**src/rtl/strap_pkg.sv**
```systemverilog
// Shared constants and types for the strap sampling controller.
// Assumes pin order: 0 tristate, 1 PCI freq, 2 audio, 3 fixed sel,
// 4 free-run map, 5 early PCI (active low), 6 low EMI (active low).
package strap_pkg;
    localparam int NUM_STRAP = 7;
    localparam int LVL_W     = 2;

    localparam int IDX_TS   = 0;
    localparam int IDX_FS   = 1;
    localparam int IDX_AUD  = 2;
    localparam int IDX_SEL  = 3;
    localparam int IDX_MAP  = 4;
    localparam int IDX_EPCI = 5;
    localparam int IDX_EMI  = 6;

    typedef enum logic [1:0] {
        LVL_LOW  = 2'd0,
        LVL_MID  = 2'd1,
        LVL_HIGH = 2'd2
    } lvl_e;

    // Pins that resolve three levels
    localparam logic [NUM_STRAP-1:0] TRI_LVL_MASK = 7'b0010101;
    // Pins that turn into clock outputs
    localparam logic [NUM_STRAP-1:0] SHARED_MASK  = 7'b1110101;
    // Power-on levels, pin 6 down to pin 0
    localparam logic [NUM_STRAP*LVL_W-1:0] STRAP_DEFAULT =
        {2'd2, 2'd2, 2'd1, 2'd2, 2'd1, 2'd2, 2'd1};

    typedef enum logic [2:0] {
        PCI_OFF  = 3'd0,
        PCI_RSVD = 3'd1,
        PCI_30   = 3'd2,
        PCI_33   = 3'd3,
        PCI_25   = 3'd4,
        PCI_37   = 3'd5
    } pci_freq_e;

    typedef enum logic [1:0] {
        AUD_16M9 = 2'd0,
        AUD_24M6 = 2'd1,
        AUD_49M2 = 2'd2
    } aud_freq_e;

    typedef enum logic [1:0] {
        SEQ_PWRDN  = 2'd0,
        SEQ_SAMPLE = 2'd1,
        SEQ_WAIT   = 2'd2,
        SEQ_RUN    = 2'd3
    } seq_state_e;
endpackage

```
**src/rtl/strap_latch.sv**
```systemverilog
// Normalises and captures the per-pin level codes.
// Assumes sample_i is a single-cycle strobe; holds values otherwise.
// Three-level pins map 2'b11 to high; two-level pins map any non-low to high.
module strap_latch
    import strap_pkg::*;
(
    input  logic                          clk,
    input  logic                          rst_n,
    input  logic                          sample_i,
    input  logic [NUM_STRAP*LVL_W-1:0]    lvl_i,
    output logic [NUM_STRAP*LVL_W-1:0]    lvl_q_o
);
    for (genvar i = 0; i < NUM_STRAP; i++) begin : g_pin
        logic [LVL_W-1:0] raw;
        logic [LVL_W-1:0] norm;
        logic [LVL_W-1:0] held;

        assign raw = lvl_i[i*LVL_W +: LVL_W];

        if (TRI_LVL_MASK[i]) begin : g_tri
            // Fold the unused code onto high
            always_comb norm = (raw == 2'b11) ? LVL_HIGH : raw;
        end else begin : g_two
            // Only low stays low on a two-level pin
            always_comb norm = (raw == LVL_LOW) ? LVL_LOW : LVL_HIGH;
        end

        // Capture on the sample strobe, default level out of reset
        always_ff @(posedge clk) begin
            if (!rst_n)        held <= STRAP_DEFAULT[i*LVL_W +: LVL_W];
            else if (sample_i) held <= norm;
        end

        assign lvl_q_o[i*LVL_W +: LVL_W] = held;
    end
endmodule

```
**src/rtl/strap_seq.sv**
```systemverilog
// Power sequencing: idle in power-down, one capture cycle, then a
// tick-counted turnaround before the configuration is declared valid.
// Assumes tick_i is a one-cycle pulse from a slow reference; pd_req_i
// has priority in every state.
module strap_seq
    import strap_pkg::*;
#(
    parameter int TURN_TICKS = 10
) (
    input  logic clk,
    input  logic rst_n,
    input  logic pd_req_i,
    input  logic tick_i,
    output logic sample_o,
    output logic valid_o
);
    localparam int CNT_W = $clog2(TURN_TICKS + 1);
    localparam logic [CNT_W-1:0] CNT_LAST = CNT_W'(TURN_TICKS - 1);

    seq_state_e       state;
    logic [CNT_W-1:0] cnt;

    // State and tick counter update
    always_ff @(posedge clk) begin
        if (!rst_n) begin
            state <= SEQ_PWRDN;
            cnt   <= '0;
        end else if (pd_req_i) begin
            state <= SEQ_PWRDN;
            cnt   <= '0;
        end else begin
            case (state)
                SEQ_PWRDN:  state <= SEQ_SAMPLE;
                SEQ_SAMPLE: begin
                    state <= SEQ_WAIT;
                    cnt   <= '0;
                end
                SEQ_WAIT: begin
                    if (tick_i) begin
                        if (cnt == CNT_LAST) state <= SEQ_RUN;
                        else                 cnt   <= cnt + 1'b1;
                    end
                end
                default: state <= SEQ_RUN;
            endcase
        end
    end

    // Strobe and valid flag derived from state
    always_comb begin
        sample_o = (state == SEQ_SAMPLE);
        valid_o  = (state == SEQ_RUN);
    end

    AST_PD_CLEARS_VALID: assert property (@(posedge clk) disable iff (!rst_n)
        pd_req_i |=> !valid_o);
    AST_RISE_ON_TICK: assert property (@(posedge clk) disable iff (!rst_n)
        $rose(valid_o) |-> $past(tick_i));
    AST_CNT_RANGE: assert property (@(posedge clk) disable iff (!rst_n)
        (state == SEQ_WAIT) |-> (cnt < CNT_W'(TURN_TICKS)));
endmodule

```
**src/rtl/strap_decode.sv**
```systemverilog
// Turns captured pin levels into configuration fields.
// Assumes levels are already normalised (no 2'b11, two-level pins low/high).
module strap_decode
    import strap_pkg::*;
(
    input  logic [NUM_STRAP*LVL_W-1:0] lvl_q_i,
    output logic [2:0]                 pci_freq_o,
    output logic [1:0]                 aud_freq_o,
    output logic                       fix_sel_o,
    output logic [1:0]                 pcif_map_o,
    output logic                       early_pci_o,
    output logic                       spread_en_o,
    output logic                       tristate_o
);
    logic [LVL_W-1:0] ts_l, fs_l, aud_l, sel_l, map_l, epci_l, emi_l;
    pci_freq_e        pci_code;
    aud_freq_e        aud_code;

    assign ts_l   = lvl_q_i[IDX_TS*LVL_W   +: LVL_W];
    assign fs_l   = lvl_q_i[IDX_FS*LVL_W   +: LVL_W];
    assign aud_l  = lvl_q_i[IDX_AUD*LVL_W  +: LVL_W];
    assign sel_l  = lvl_q_i[IDX_SEL*LVL_W  +: LVL_W];
    assign map_l  = lvl_q_i[IDX_MAP*LVL_W  +: LVL_W];
    assign epci_l = lvl_q_i[IDX_EPCI*LVL_W +: LVL_W];
    assign emi_l  = lvl_q_i[IDX_EMI*LVL_W  +: LVL_W];

    // PCI frequency from tristate and frequency pins
    always_comb begin
        case (ts_l)
            LVL_LOW:  pci_code = (fs_l == LVL_LOW) ? PCI_OFF : PCI_RSVD;
            LVL_MID:  pci_code = (fs_l == LVL_LOW) ? PCI_30  : PCI_33;
            default:  pci_code = (fs_l == LVL_LOW) ? PCI_25  : PCI_37;
        endcase
    end

    // Audio frequency from the audio pin
    always_comb begin
        case (aud_l)
            LVL_LOW: aud_code = AUD_16M9;
            LVL_MID: aud_code = AUD_24M6;
            default: aud_code = AUD_49M2;
        endcase
    end

    // Free-running map: bit 0 output A, bit 1 output B
    always_comb begin
        case (map_l)
            LVL_LOW: pcif_map_o = 2'b00;
            LVL_MID: pcif_map_o = 2'b01;
            default: pcif_map_o = 2'b11;
        endcase
    end

    // Two-level and active-low fields
    always_comb begin
        pci_freq_o  = pci_code;
        aud_freq_o  = aud_code;
        fix_sel_o   = (sel_l != LVL_LOW);
        early_pci_o = (epci_l == LVL_LOW);
        spread_en_o = (emi_l == LVL_LOW);
        tristate_o  = (pci_code == PCI_OFF);
    end

    // Output B never runs free unless output A does
    always_comb begin
        AST_MAP_ORDER: assert (!(pcif_map_o[1] && !pcif_map_o[0]));
    end
endmodule

```
**src/rtl/strap_cfg_ctrl.sv**
```systemverilog
// Top of the strap sampling controller: sequencer, capture register and
// field decoder, plus the per-pin output-enable gating.
// Assumes strap_lvl_i is stable around the capture cycle.
module strap_cfg_ctrl
    import strap_pkg::*;
#(
    parameter int TURN_TICKS = 10
) (
    input  logic                       clk,
    input  logic                       rst_n,
    input  logic                       pd_req_i,
    input  logic                       tick_i,
    input  logic [NUM_STRAP*LVL_W-1:0] strap_lvl_i,
    output logic                       cfg_valid_o,
    output logic [NUM_STRAP-1:0]       pin_oe_o,
    output logic [2:0]                 pci_freq_o,
    output logic [1:0]                 aud_freq_o,
    output logic                       fix_sel_o,
    output logic [1:0]                 pcif_map_o,
    output logic                       early_pci_o,
    output logic                       spread_en_o,
    output logic                       tristate_o
);
    logic                       sample;
    logic                       valid;
    logic [NUM_STRAP*LVL_W-1:0] lvl_q;

    strap_seq #(.TURN_TICKS(TURN_TICKS)) u_seq (
        .clk      (clk),
        .rst_n    (rst_n),
        .pd_req_i (pd_req_i),
        .tick_i   (tick_i),
        .sample_o (sample),
        .valid_o  (valid)
    );

    strap_latch u_latch (
        .clk      (clk),
        .rst_n    (rst_n),
        .sample_i (sample),
        .lvl_i    (strap_lvl_i),
        .lvl_q_o  (lvl_q)
    );

    strap_decode u_dec (
        .lvl_q_i     (lvl_q),
        .pci_freq_o  (pci_freq_o),
        .aud_freq_o  (aud_freq_o),
        .fix_sel_o   (fix_sel_o),
        .pcif_map_o  (pcif_map_o),
        .early_pci_o (early_pci_o),
        .spread_en_o (spread_en_o),
        .tristate_o  (tristate_o)
    );

    // Drive shared pins only once valid and not globally tristated
    always_comb begin
        cfg_valid_o = valid;
        pin_oe_o    = (valid && !tristate_o) ? SHARED_MASK : '0;
    end

    AST_HOLD_LATCH: assert property (@(posedge clk) disable iff (!rst_n)
        !sample |=> $stable(lvl_q));
    AST_OE_NEEDS_VALID: assert property (@(posedge clk) disable iff (!rst_n)
        (pin_oe_o != '0) |-> cfg_valid_o);
    AST_TRI_NO_OE: assert property (@(posedge clk) disable iff (!rst_n)
        tristate_o |-> (pin_oe_o == '0));
endmodule

```
**config.mk**
```make
export PLATFORM = sky130hd
export DESIGN_NAME = strap_cfg_ctrl
export DESIGN_NICKNAME = d
export VERILOG_FILES = /design/src/rtl/strap_pkg.sv /design/src/rtl/strap_latch.sv /design/src/rtl/strap_seq.sv /design/src/rtl/strap_decode.sv /design/src/rtl/strap_cfg_ctrl.sv
export SDC_FILE = /design/constraint.sdc
export NUM_CORES = 1
export LEC_CHECK = 0
export BUFFER_PORTS_ARGS = -buffer_cell sky130_fd_sc_hd__buf_2
export CAP_MARGIN = 20
export CORE_MARGIN = 2
export CORE_UTILIZATION = 40
export CTS_BUF_LIST = sky130_fd_sc_hd__clkbuf_16
export DETAILED_ROUTE_END_ITERATION = 10
export PLACE_DENSITY = 0.73
export SYNTH_ARGS = -nofsm -noshare
export SYNTH_HDL_FRONTEND = slang
export SYNTH_SLANG_ARGS = --single-unit
```
**constraint.sdc**
```tcl
create_clock -name clk -period 1.6 [get_ports clk]
set_clock_uncertainty 0.1 [all_clocks]
set_input_delay 0.32 -clock clk [delete_from_list [all_inputs] [get_ports clk]]
set_output_delay 0.32 -clock clk [all_outputs]
set_load 0.05 [all_outputs]
```
==> out/results.tsv, run 1 <==
stage	metric	value	unit
floorplanning	initial core utilization	41.7	%
grt	vias in the first global route	662	
clocking	H-tree depth reported by CTS	1	
place	Cell Area, Placed	958	µm²
routing	DR DRC count	0	
floorplanning	DIE HEIGHT	48.7	µm
synth	Seq/Total Area, Yosys	40.0	%
floorplanning	Core Rows	16	
setup_path	critical path data arrival time	1.18	ns
routing	Via-to-Cell Ratio	4.85	
synth	Synth Instances	97	
clocking	clk slew on worst S/H paths	0.05	ns
floorplanning	die area	2380	µm²
routing	antenna-violating nets left	0	
clocking	Clock Latency Late Sink	0.25	ns
clocking	TritonCTS Buffers	3	
grt	first-pass GRT wire length	2.86	mm
sta	Period minus WS final	1.60	ns
grt	largest net degree at the start of global routing	12	
layout	fin cells	153	
status	status	completed	
routing	final wirelength	1.67	mm
synth	Synth area leader	dfxtp_1	
power_and_ir_drop	leakage	0.000490	µW
synth	Primary FF master, synth	dfxtp_1	
layout	cell area after layout	1100	µm²
layout	layout cells sized above 1	39.7	%
layout	diode count	0	
routing	routed length per placed instance	10.9	µm
synth	synth top area cells	dfxtp_1 40%, buf_4 6.6%, nand2_1 4.2%	
sta	RSZ-0062 raised after global routing	yes	
sta	Fin. Hold Viols	0	
clocking	clock sink total	16	
routing	first drt pass iteration count	4	
sta	worst setup margin	0.00319	ns
place	DP Wirelength	1.21	mm
clocking	CTS tree	built	
layout	Layout area overhead	37.5	%
power_and_ir_drop	Max VDD drop	0.498	mV
sta	fin crit share	99.8	%
setup_path	Crit Path Category	reg -> out	
synth	synth warn	0	
synth	Synth cell types	28	
floorplanning	num ports	37	
synth	asr flop ratio synth	0	%
place	DP Worst Slack	0.0955	ns
setup_path	Worst Path Required	1.18	ns
synth	Syn Area/Cell	8.26	µm²
routing	DRT iter0 DRCs	10	
grt	initial antenna violation count	0	
clocking	Clock Path Buffers	2	
power_and_ir_drop	total power	1070	µW
setup_path	Crit. End Element	primary output	
synth	Synth Cell Area	801	µm²
floorplanning	Die X	48.7	µm
layout	commonest non-fill, non-tap cells in the layout	29 x buf_2, 13 x dfxtp_1, 9 x nand2_1	
setup_path	maximum fanout along the worst path	5	
sta	fmax	626	MHz
place	GP Congestion	0.734	
layout	final net count	147	
setup_path	Setup crit start kind	register	
sta	max-slew violation count	0	
layout	most common cell after layout, fill and taps aside	buf_2	
clocking	CTS Root Cell	clkbuf_16	
place	port buffer count	34	
grt	gr usage total	15.7	%
floorplanning	core area	1920	µm²
hold_path	Min-Delay Path Class	in -> reg	
routing	vias after detailed routing	742	
job	max_cap viols	0	
synth	Post-synth EDFFs	0	
sta	final setup TNS	0	ns
grt	gr ovfl total	0	
power_and_ir_drop	Cell Pwr Density	976	nW/µm²
sta	Setup violations, final	0	
synth	post-synthesis register bit count	16	
synth	Yosys top cell area share	40.0	%
place	Placed Cells	147	
-- per-layer routing --
| layer | GRT usage [%] | routed length (µm) | part of all wire (%) |
|---|---|---|---|
| met1 | 18.5 | 741 | 44 |
| met2 | 25.8 | 805 | 48 |
| met3 | 4.01 | 94 | 5.6 |
| met4 | 8.57 | 33 | 2.0 |
| met5 | 0 | 0 | 0 |
-- registers in the layout, summed over array words and instances, names as in the netlist --
name / count
u_latch.g_pin.held: 10
u_seq.cnt: 4
u_seq.state: 2
-- layout make-up --
class / count / area, µm²
clock buffers: 3 / 75.1
multi-input cells: 65 / 405
flip-flops and latches: 16 / 329
well taps: 27 / 33.8
repair buffers: 38 / 243
inverters: 3 / 11.3
fillers: 188 / 821
clock inverters: 1 / 3.75
-- per-stage QoR --
stage	utilization (%)	hold slack, ns
2_1_floorplan	-	0.333
3_3_place_gp	49.9	0.346
3_5_place_dp	49.9	0.367
4_1_cts	55.8	0.211
5_1_grt	57.3	0.233
6_report	57.3	0.214
-- worst max-delay path: stages (launching register included) --
cell and delay, ns:
dfxtp_4 0.34, and2_4 0.13, nor2b_4 0.26, buf_6 0.20
-- synthesized netlist by cell type, drive strengths merged, types with 2 or more instances --
| cell type | n |
|---|---|
| nor2 | 6 |
| nand2b | 3 |
| buf | 10 |
| or3 | 4 |
| dfxtp | 16 |
| ha | 2 |
| nand2 | 9 |
| o211ai | 3 |
| clkbuf | 4 |
| o21ai | 4 |
| a21boi | 3 |
| inv | 3 |
| nor3 | 6 |
| nand3 | 5 |
| nor2b | 4 |
| a21oi | 4 |
| nand3b | 4 |
-- power breakdown --
part	internal (µW)	total (µW)	switching (µW)
sequential	413	424	10.7
clock	331	485	154
combinational	54.4	166	111
total	799	1070	276
-- cell families (layout without fill, tap and decap cells) --
| group | Yosys count | count (layout) | synth area share, % |
|---|---|---|---|
| compound gates | 15 | 15 | 11.9 |
| buf+inv | 17 | 45 | 12.5 |
| simple gates | 46 | 46 | 32.0 |
| flops | 16 | 16 | 40.0 |
| fa+ha+maj | 2 | 2 | 3.12 |
| other cells | 1 | 2 | 0.468 |
-- what timing repair did --
item                       4_1_cts  5_1_grt
hold buffers                     0        0
gates cloned                     0        0
pin swaps                        0        1
gates resized for setup         12        4
setup buffers                    0        2
setup endpoints to repair        5        5
-- worst paths after layout --
check,slack (ns),to,startpoint,depth (start not counted)
worst max-delay path,0.003,pin_oe_o[4],u_seq.state[1]$_SDFFE_PP0P_,3
worst min register to register,0.37,u_latch.g_pin[2].held[0]$_SDFFE_PN1N_,u_latch.g_pin[2].held[0]$_SDFFE_PN1N_,2
worst max register to register,0.07,u_seq.cnt[0]$_SDFFE_PP0P_,u_seq.cnt[1]$_SDFFE_PP0P_,5
worst min-delay path,0.21,u_latch.g_pin[2].held[0]$_SDFFE_PN1N_,strap_lvl_i[4],3
Note: power is estimated with default switching activity, not from simulation.
==> run 2, diff against run 1 <==
Settings changed: ABC_AREA set to 1, CORE_MARGIN 2 to 1.5, CORE_UTILIZATION 40 to 42, PLACE_DENSITY 0.73 to 0.74, SYNTH_HIERARCHICAL set to 1.
==> run 2 against run 1 <==
Against the previous run:
- worst setup slack improved by 0.029 ns
- core utilization rose by 2.8 points
- final cell count rose by 26%
- synthesized area rose by 14%
- routed wire length rose by 17%
- first-iteration DRC count rose by 120%
- cell area rose by 9.3%
- fmax rose by 1.8%
- sequential power rose by 4%
- critical path type unchanged
- critical endpoint is now pin_oe_o[2]
- largest power group unchanged
- highest routed layer is now met3
==> out/results.tsv, run 2 <==
stage	metric	value	unit	change
routing	vias after detailed routing	871		was 742
floorplanning	Core Rows	16		unchanged
grt	GRT Max-Usage Layer	met2		unchanged
setup_path	Crit. End Element	primary output		unchanged
grt	gr ovfl total	0		unchanged
setup_path	slowest stage cell, crit path	dfxtp_2		was dfxtp_4
layout	diode count	0		unchanged
power_and_ir_drop	Max VDD drop	0.645	mV	was 0.498 mV
sta	Setup violations, final	0		unchanged
synth	commonest cells in the netlist	27 x nand2_1, 18 x inv_1, 16 x dfxtp_1		was 16 x dfxtp_1, 9 x nand2_1, 7 x buf_4
synth	synth warn	6		was 0
layout	fillcell total	190		was 188
routing	antenna-violating nets left	0		unchanged
layout	final net count	187		was 147
synth	Post-synth EDFFs	0		unchanged
layout	Most flops, register	u_latch/g_pin.held		was u_latch.g_pin.held
layout	most common cell after layout, fill and taps aside	buf_2		unchanged
clocking	CTS Root Cell	clkbuf_16		unchanged
hold_path	hold_sp	strap_lvl_i[10]		was strap_lvl_i[4]
setup_path	CP startpoint	u_latch/g_pin[0].held[1]$_SDFFE_PN0P_		was u_seq.state[1]$_SDFFE_PP0P_
power_and_ir_drop	P_sw	313	µW	was 276 µW
floorplanning	num ports	37		unchanged
synth	asr flop ratio synth	0	%	unchanged
setup_path	CP cell instances	inv_2 > nand2_2 > nor2_4 > nor2_4 > buf_6		was and2_4 > nor2b_4 > buf_6
grt	met3 GRT Util	3.33	%	was 4.01%
setup_path	Crit Path Category	reg -> out		unchanged
clocking	TritonCTS Buffers	3		unchanged
layout	largest registers	u_latch/g_pin.held x10, u_seq/cnt x4, u_seq/state x2		was u_latch.g_pin.held x10, u_seq.cnt x4, u_seq.state x2
grt	first-pass GRT wire length	3.12	mm	was 2.86 mm
grt	vias in the first global route	755		was 662
setup_path	maximum fanout along the worst path	5		unchanged
clocking	CTS Hold Bufs	0		unchanged
sta	fin crit share	98.0	%	was 99.8%
setup_path	Crit path largest cell delay	0.34	ns	about the same
place	port buffer count	34		unchanged
setup_path	critical path data arrival time	1.15	ns	was 1.18 ns
clocking	CTS tree	built		unchanged
routing	routed length per placed instance	10.2	µm	was 10.9 µm
setup_path	Worst Path Required	1.18	ns	about the same
place	GP Congestion	0.746		was 0.734
routing	first drt pass iteration count	4		unchanged
synth	Synth Cell Area	911	µm²	was 801 µm²
synth	Primary FF master, synth	dfxtp_1		unchanged
layout	commonest non-fill, non-tap cells in the layout	29 x buf_2, 25 x nand2_1, 15 x inv_1		was 29 x buf_2, 13 x dfxtp_1, 9 x nand2_1
sta	max-slew violation count	0		unchanged
floorplanning	initial core utilization	45.5	%	was 41.7%
setup_path	Top cell by count, worst path	nor2_4		
grt	GRT met2 Usage	30.0	%	was 25.8%
power_and_ir_drop	Clock power frac	42.0	%	was 45.1%
sta	RSZ-0062 raised after global routing	yes		unchanged
synth	Yosys top cell area share	35.2	%	was 40.0%
grt	initial antenna violation count	0		unchanged
routing	Via-to-Cell Ratio	4.51		was 4.85
setup_path	Setup crit start kind	register		unchanged
floorplanning	DIE HEIGHT	49.6	µm	was 48.7 µm
grt	gr usage total	16.2	%	was 15.7%
power_and_ir_drop	Cell Pwr Density	942	nW/µm²	was 976 nW/µm²
synth	Seq/Total Area, Yosys	35.2	%	was 40.0%
power_and_ir_drop	Int Power	821	µW	was 799 µW
synth	Synth Instances	135		was 97
routing	DRT iter0 DRCs	22		was 10
synth	synth top area cells	dfxtp_1 35%, nand2_1 11%, buf_4 8.2%		was dfxtp_1 40%, buf_4 6.6%, nand2_1 4.2%
power_and_ir_drop	leakage	0.000600	µW	was 0.000490 µW
clocking	H-tree depth reported by CTS	1		unchanged
synth	count leader, synth	nand2_1		was dfxtp_1
clocking	clock sink total	16		unchanged
sta	Fin. Hold Viols	0		unchanged
grt	largest net degree at the start of global routing	11		was 12
power_and_ir_drop	sequential power share	38.7	%	was 39.5%
sta	fmax	638	MHz	was 626 MHz
power_and_ir_drop	switching share of power	27.6	%	was 25.7%
setup_path	worst r2r src	u_seq/state[0]$_SDFFE_PP0P_		was u_seq.cnt[1]$_SDFFE_PP0P_
layout	layout cells sized above 1	38.6	%	was 39.7%
power_and_ir_drop	total power	1130	µW	was 1070 µW
power_and_ir_drop	power share of the combinational group	19.4	%	was 15.4%
hold_path	Min-Delay Path Class	in -> reg		unchanged
routing	final wirelength	1.97	mm	was 1.67 mm
synth	Syn Area/Cell	6.75	µm²	was 8.26 µm²
floorplanning	core area	2000	µm²	was 1920 µm²
job	max_cap viols	0		unchanged
layout	Largest register FFs	10		unchanged
synth	Synth cell types	19		was 28
clocking	Clock Latency Late Sink	0.24	ns	was 0.25 ns
floorplanning	die area	2460	µm²	was 2380 µm²
synth	Synth area leader	dfxtp_1		unchanged
place	DP Wirelength	1.41	mm	was 1.21 mm
layout	post-layout util	60.1	%	was 57.3%
grt	met1 GRT Util	17.8	%	was 18.5%
status	status	completed		unchanged
floorplanning	Die X	49.6	µm	was 48.7 µm
sta	Period minus WS final	1.57	ns	was 1.60 ns
routing	DR DRC count	0		unchanged
layout	Layout area overhead	32.1	%	was 37.5%
clocking	Clock Path Buffers	2		unchanged
clocking	clk slew on worst S/H paths	0.05	ns	about the same
synth	post-synthesis register bit count	16		unchanged
[run 2: cell types whose count changed after synthesis, moves of 4 or more]
cell | before | now
nand3b_1 | 4 | 0
inv_1 | 3 | 18
nor3_1 | 6 | 0
nor2_1 | 6 | 15
nand2_1 | 9 | 27
a21oi_1 | 3 | 10
nand3_1 | 5 | 11
nor2b_1 | 4 | 0
[run 2: logic make-up (layout without fill, tap and decap cells)]
group	count (synthesis)	in the layout	synth area share [%]
simple gates	64	64	32.0
buf+inv	36	63	20.6
flops	16	16	35.2
other cells	2	6	0.824
fa+ha+maj	2	2	2.75
compound gates	15	15	8.65
[run 2: final cells by class]
| class | instances | area, µm² | share of cell area, % |
|---|---|---|---|
| clock buffers | 3 | 75.1 | 6.24 |
| well taps | 27 | 33.8 | 2.81 |
| multi-input cells | 87 | 440 | 36.6 |
| repair buffers | 38 | 239 | 19.9 |
| clock inverters | 1 | 3.75 | 0.312 |
| flip-flops and latches | 16 | 329 | 27.3 |
| inverters | 21 | 82.6 | 6.86 |
[run 2: final timing paths]
| path | endpoint | slack (ns) | cells after the start |
|---|---|---|---|
| setup reg to reg | u_seq/cnt[3]$_SDFFE_PP0P_ | 0.18 | 8 |
| hold reg to reg | u_latch/g_pin[1].held[1]$_SDFFE_PN1P_ | 0.35 | 2 |
| setup / recovery | pin_oe_o[2] | 0.03 | 5 |
| hold / removal | u_latch/g_pin[5].held[1]$_SDFFE_PN1P_ | 0.20 | 3 |
[run 2: repair_timing]
| item | 4_1_cts | 5_1_grt |
|---|---|---|
| buffers inserted | 0 | 3 |
| endpoints found under the setup margin | 2 | 5 |
| resized for setup | 0 | 23 |
| pin swaps | 0 | 2 |
[run 2: per-layer routing]
metal,wire length [µm],up-vias
met3,119,0
met2,1040,32
met1,805,384
met5,0,-
li1,-,455
met4,0,0
[run 2: worst max-delay path, delay by kind of cell (launching register included)]
family | cells | cell delay (ns)
buffers and inverters | 2 | 0.23
flip-flops | 1 | 0.34
AND/OR/NAND/NOR | 3 | 0.33
[run 2: stage by stage]
stage / setup TNS (ns) / cell area, µm² / cells / worst slack (ns) / hold WS [ns]
final: 0 / 1200 / 193 / 0.0321 / 0.196
after global routing: -0.146 / 1200 / 193 / -0.0359 / 0.208
after CTS: -0.00278 / 1130 / 190 / -0.00179 / 0.196
after detailed placement: 0 / 1050 / 186 / 0.230 / 0.351
after global placement: 0 / 1050 / 186 / 0.291 / 0.336
after floorplan: -0.327 / 967 / 139 / -0.0817 / 0.304
[run 2: power groups by stage]
stage	clock, µW	sequential, µW	combinational [µW]
after floorplan	0	442	173
after global placement	0	445	202
after detailed placement	0	446	207
after CTS	487	439	209
after global routing	509	442	237
final	476	439	219
